<file path="config.mk">
export PLATFORM = sky130hd
export DESIGN_NAME = morse_msg_rec
export DESIGN_NICKNAME = d
export VERILOG_FILES = /design/src/rtl/morse_msg_rec.sv
export SDC_FILE = /design/constraint.sdc
export NUM_CORES = 2
export LEC_CHECK = 0
export CAP_MARGIN = 25
export CORE_ASPECT_RATIO = 0.7
export CORE_UTILIZATION = 24
export DETAILED_ROUTE_END_ITERATION = 16
export DONT_BUFFER_PORTS = 1
export PLACE_DENSITY = 0.37
export SLEW_MARGIN = 5
export SYNTH_ARGS = -nofsm -noshare
export SYNTH_HDL_FRONTEND = slang
export SYNTH_SLANG_ARGS = --single-unit
</file>
<file path="constraint.sdc">
create_clock -name clk -period 3.4 [get_ports clk]
set_input_delay 0.68 -clock clk [delete_from_list [all_inputs] [get_ports clk]]
set_output_delay 0.68 -clock clk [all_outputs]
set_load 0.02 [all_outputs]
</file>
<file path="src/rtl/morse_msg_rec.sv">
module morse_msg_rec #(
  parameter int ADDR_W = 10
) (
  input  logic clk,
  input  logic rst_n,
  input  logic tick,
  input  logic key_in,
  input  logic load1,
  input  logic load2,
  input  logic prog,
  output logic mem_key,
  output logic run1_n,
  output logic run2_n,
  output logic stop_n
);
  localparam int CW = ADDR_W + 2;
  localparam int DEPTH = 1 << ADDR_W;
  localparam logic [CW-1:0] STOP_VAL  = CW'(DEPTH);
  localparam logic [CW-1:0] SLOT2_VAL = CW'(2 * DEPTH);

  logic [CW-1:0]     cnt;
  logic [ADDR_W-1:0] addr;
  logic              stop, slot, run, held, wr, ce1, ce2, rd;
  logic              mem1 [DEPTH];
  logic              mem2 [DEPTH];

  assign addr = cnt[ADDR_W-1:0];
  assign stop = cnt[ADDR_W];
  assign slot = cnt[CW-1];
  assign run  = ~stop;
  assign held = load1 | load2;
  assign ce1  = run & ~slot;
  assign ce2  = run & slot;
  assign wr   = prog & tick & ~held;

  always_ff @(posedge clk) begin
    if (!rst_n)          cnt <= STOP_VAL;
    else if (load1)      cnt <= '0;
    else if (load2)      cnt <= SLOT2_VAL;
    else if (tick & run) cnt <= cnt + CW'(1);
  end

  always_ff @(posedge clk) begin
    if (wr & ce1) mem1[addr] <= key_in;
    if (wr & ce2) mem2[addr] <= key_in;
  end

  assign rd      = slot ? mem2[addr] : mem1[addr];
  assign mem_key = run & ~prog & rd;
  assign run1_n  = ~ce1;
  assign run2_n  = ~ce2;
  assign stop_n  = ~stop;

  p_load1_hold_r2: assert property (@(posedge clk) disable iff (!rst_n)
    load1 |=> cnt == '0);
  p_load2_hold_r3: assert property (@(posedge clk) disable iff (!rst_n)
    (load2 && !load1) |=> cnt == SLOT2_VAL);
  p_advance_r5: assert property (@(posedge clk) disable iff (!rst_n)
    (tick && run && !held) |=> cnt == $past(cnt) + CW'(1));
  p_end_stop_r6: assert property (@(posedge clk) disable iff (!rst_n)
    (tick && run && !held && (&addr)) |=> stop);
  p_frozen_r6: assert property (@(posedge clk) disable iff (!rst_n)
    (stop && !held) |=> $stable(cnt));
  p_one_enable_r10: assert property (@(posedge clk) disable iff (!rst_n)
    $onehot0({ce1, ce2}));
endmodule

</file>
==> impl_metrics.toml <==
[run_status]
outcome = "finished, violations left"
violations = "negative setup slack"

[yosys]
synth_warnings = 0
syn_inst = 6294
avgSynthCellArea_um2 = 14.3
async_reset_ff_frac = 0
ys_ff_latch = 2070
synth_ff_type = "edfxtp_1"
synth_area_leaders = "edfxtp_1 69%, mux4_2 9.4%, nor2_1 8.8%, mux2i_1 3.0%, clkbuf_1 1.8%"
synthTopCellsByCount = "2,101 x nor2_1, 2,048 x edfxtp_1, 442 x clkbuf_1"
synth_edf_count = 2048
yosysTopAreaCellShare = 0.685
ys_types = 81
postSynthNetCount = 6305
syn-cell-area_mm2 = 0.0898
synth.largest_area_cell = "edfxtp_1"
synth.most_common_cell = "nor2_1"
ys_seq_area_frac = 0.690

[clocking]
htree_levels = 4
numCtsBuffers = 212
insertion_delay_ps = 890
cts_tree = "built"
cts_root_buffer = "clkbuf_16"
clock_sinks = 2070
cts_buffer_depth = 4
clkSlewWorstSetupHoldPaths_ps = 70

[placement]
place_area_mm2 = 0.0991
dp_slack_ps = -1350
gp_congestion = 0.758
io_buffers = 0
place_hpwl_um = 187000
dpl.cell_count = 11200

[global_routing]
grt_pass1_wl_um = 460000
grt.total_usage = 0.173
overflow = 0
grt_pass1_vias = 54900
grt_max_degree = 362
antenna_found_initial = 37

[routing]
wl_um = 338000
dr_wl_met2_um = 143000
vias = 56800
topRoutingLayerUsed = "met4"
drt_first_pass_iters = 6
dr.first_iter.drc_count = 7006
wl_per_cell_um = 29.0
antenna_left = 0
drc = 0
vias_per_cell = 4.88
wl_met3_um = 26000
wl_met1_um = 164000

[timing]
relSlewSlack = 0.118
holdWs_ps = 287
fin_crit_sh = 1.48
worst_slack_ps = -1640
period_minus_slack_ps = 5040
skew_ps = 42.5
final_hold_viol_count = 0
setup_viol = 1
drv_slew = 0
tightest_slew_ps = 1320
rsz0062_at_grt = "true"
fmax_ghz = 0.199

[final_layout]
final_cell_area_mm2 = 0.108
synthToLayoutAreaGrowth_pct = 19.8
fill_cells = 37600
nNetsFinal = 6582
drive_gt1_frac = 0.229
antenna_cells = 0
stdcell_count = 11600

[floorplanning]
die-height_um = 514
coreArea_mm2 = 0.372
io_pins = 11
die_w_um = 733
die_area_mm2 = 0.377
start_util = 0.242
rows = 187

[pwr]
intPower_mw = 40.5
ir_drop_uv = 388
p_comb_frac = 0.016
p_sw_mw = 11.0
p_seq_frac = 0.544
finalPower_mw = 51.5
powerDensity_mw_per_mm2 = 479
swShare = 0.213
clockPowerShare = 0.440
p_leak_nw = 30.8

[worst_setup_path]
worst-path-max-fanout = 6
regToRegSetupSlack_ps = 630
critPathSlowestCell = "mux4_1"
critPathMaxStageDelay_ps = 550
worstSetupEndpointType = "output port"
arrival_ps = 4360
timing.rr.end = "mem2[135]$_DFFE_PP_"
cp-start-kind = "register"
reg2reg_from = "cnt[0]$_SDFFE_PP0P_"
reg2reg_depth = 6
crit_required_ps = 2720
worst-setup-path-type = "register to output port"
cp_common_cell = "buf_12"
path_cells = "buf_6 > buf_12 > buf_12 > mux4_1 > mux2i_1 > a22oi_1 > and4_1 > o311ai_4 > o32ai_2 > a211oi_2 > nand4_1 > o211a_4 > buf_12"

[hold_path]
hold_path_class = "primary input to register"
worstHoldStart = "rst_n"
min_path_cells = 2
min_delay_worst_endpoint = "cnt[0]$_SDFFE_PP0P_"

[job]
max-cap-violations = 0
sequential cells by signal (all words and copies together), names as in the netlist, named ones only:
name / flops
mem1: 1024
mem2: 1024
cnt: 12
cells in the final DEF (no fill, tap or decap), types with 52 or more instances in the layout:
cell type / instances
nor2_1: 2093
edfxtp_1: 2048
buf_4: 524
mux4_2: 380
mux2i_1: 265
clkbuf_16: 222
nand2_1: 118
buf_12: 99
a21oi_1: 91
o221ai_1: 79
a22oi_1: 57
clkinv_1: 57
nand3_1: 52
o22ai_1: 52
metal layers:
metal | vias up | global-route usage
met5 | - | 0
met4 | 0 | 0.0246
met3 | 304 | 0.0316
met2 | 2074 | 0.253
met1 | 30700 | 0.270
li1 | 23800 | -
kinds of logic (layout without fill, tap and decap cells):
kind of cell,Yosys count,in the layout,synth area share
AND/OR/NAND/NOR,2457,2457,0.107
XOR/XNOR,8,8,0.000781
adder cells (fa/ha/maj),4,4,0.000558
flip-flops,2070,2070,0.690
AO/OA/AOI/OAI,433,433,0.0343
multiplexers,676,676,0.131
buffers and inverters,646,1087,0.0358
per-stage QoR:
stage	setup TNS, ps	utilization
floorplan	0	-
global placement	-425700	0.267
detailed placement	-210840	0.267
CTS	-1710	0.286
global route	-1720	0.289
finish	-1640	0.289
power by group through the flow:
stage                     Combinational [mW]  Sequential, mW  Clock (mW)
after floorplan                        0.256            28.6           0
after global placement                 0.728            28.6           0
after detailed placement               0.749            28.6           0
after CTS                              0.797            28.0        23.2
after global routing                   0.907            28.0        24.2
final                                  0.841            28.0        22.7
area by class of cell:
type / instances / area (um2) / share of cell area
inverters: 12 / 52.6 / 0.000489
multi-input cells: 3578 / 25700 / 0.239
well taps: 4914 / 6150 / 0.0572
repair buffers: 697 / 7310 / 0.0680
clock inverters: 111 / 758 / 0.00705
clock buffers: 267 / 5580 / 0.0519
flip-flops and latches: 2070 / 62000 / 0.576
critical path, delay by kind of cell, from the launching register on:
kind	cells	cell delay, ps
mux	2	700
buf+inv	4	650
compound gates	5	1100
simple gates	2	610
flops	1	390
how the worst max path moves through the flow:
stage | start | end | depth (start not counted)
4_1_cts | register | mem_key | 13
3_3_place_gp | register | mem_key | 12
6_report | register | mem_key | 13
5_1_grt | register | mem_key | 15
2_1_floorplan | register | mem_key | 12
3_5_place_dp | register | mem_key | 12
timing repair:
item                       CTS  global route
cloned                       5             8
setup endpoints to repair    1           204
hold endpoints to repair    10             0
pin swaps                   13            36
gates resized for setup     90           104
setup buffers               30            54
hold buffers                 5             0
No activity file was read; power rests on OpenSTA's default activity.
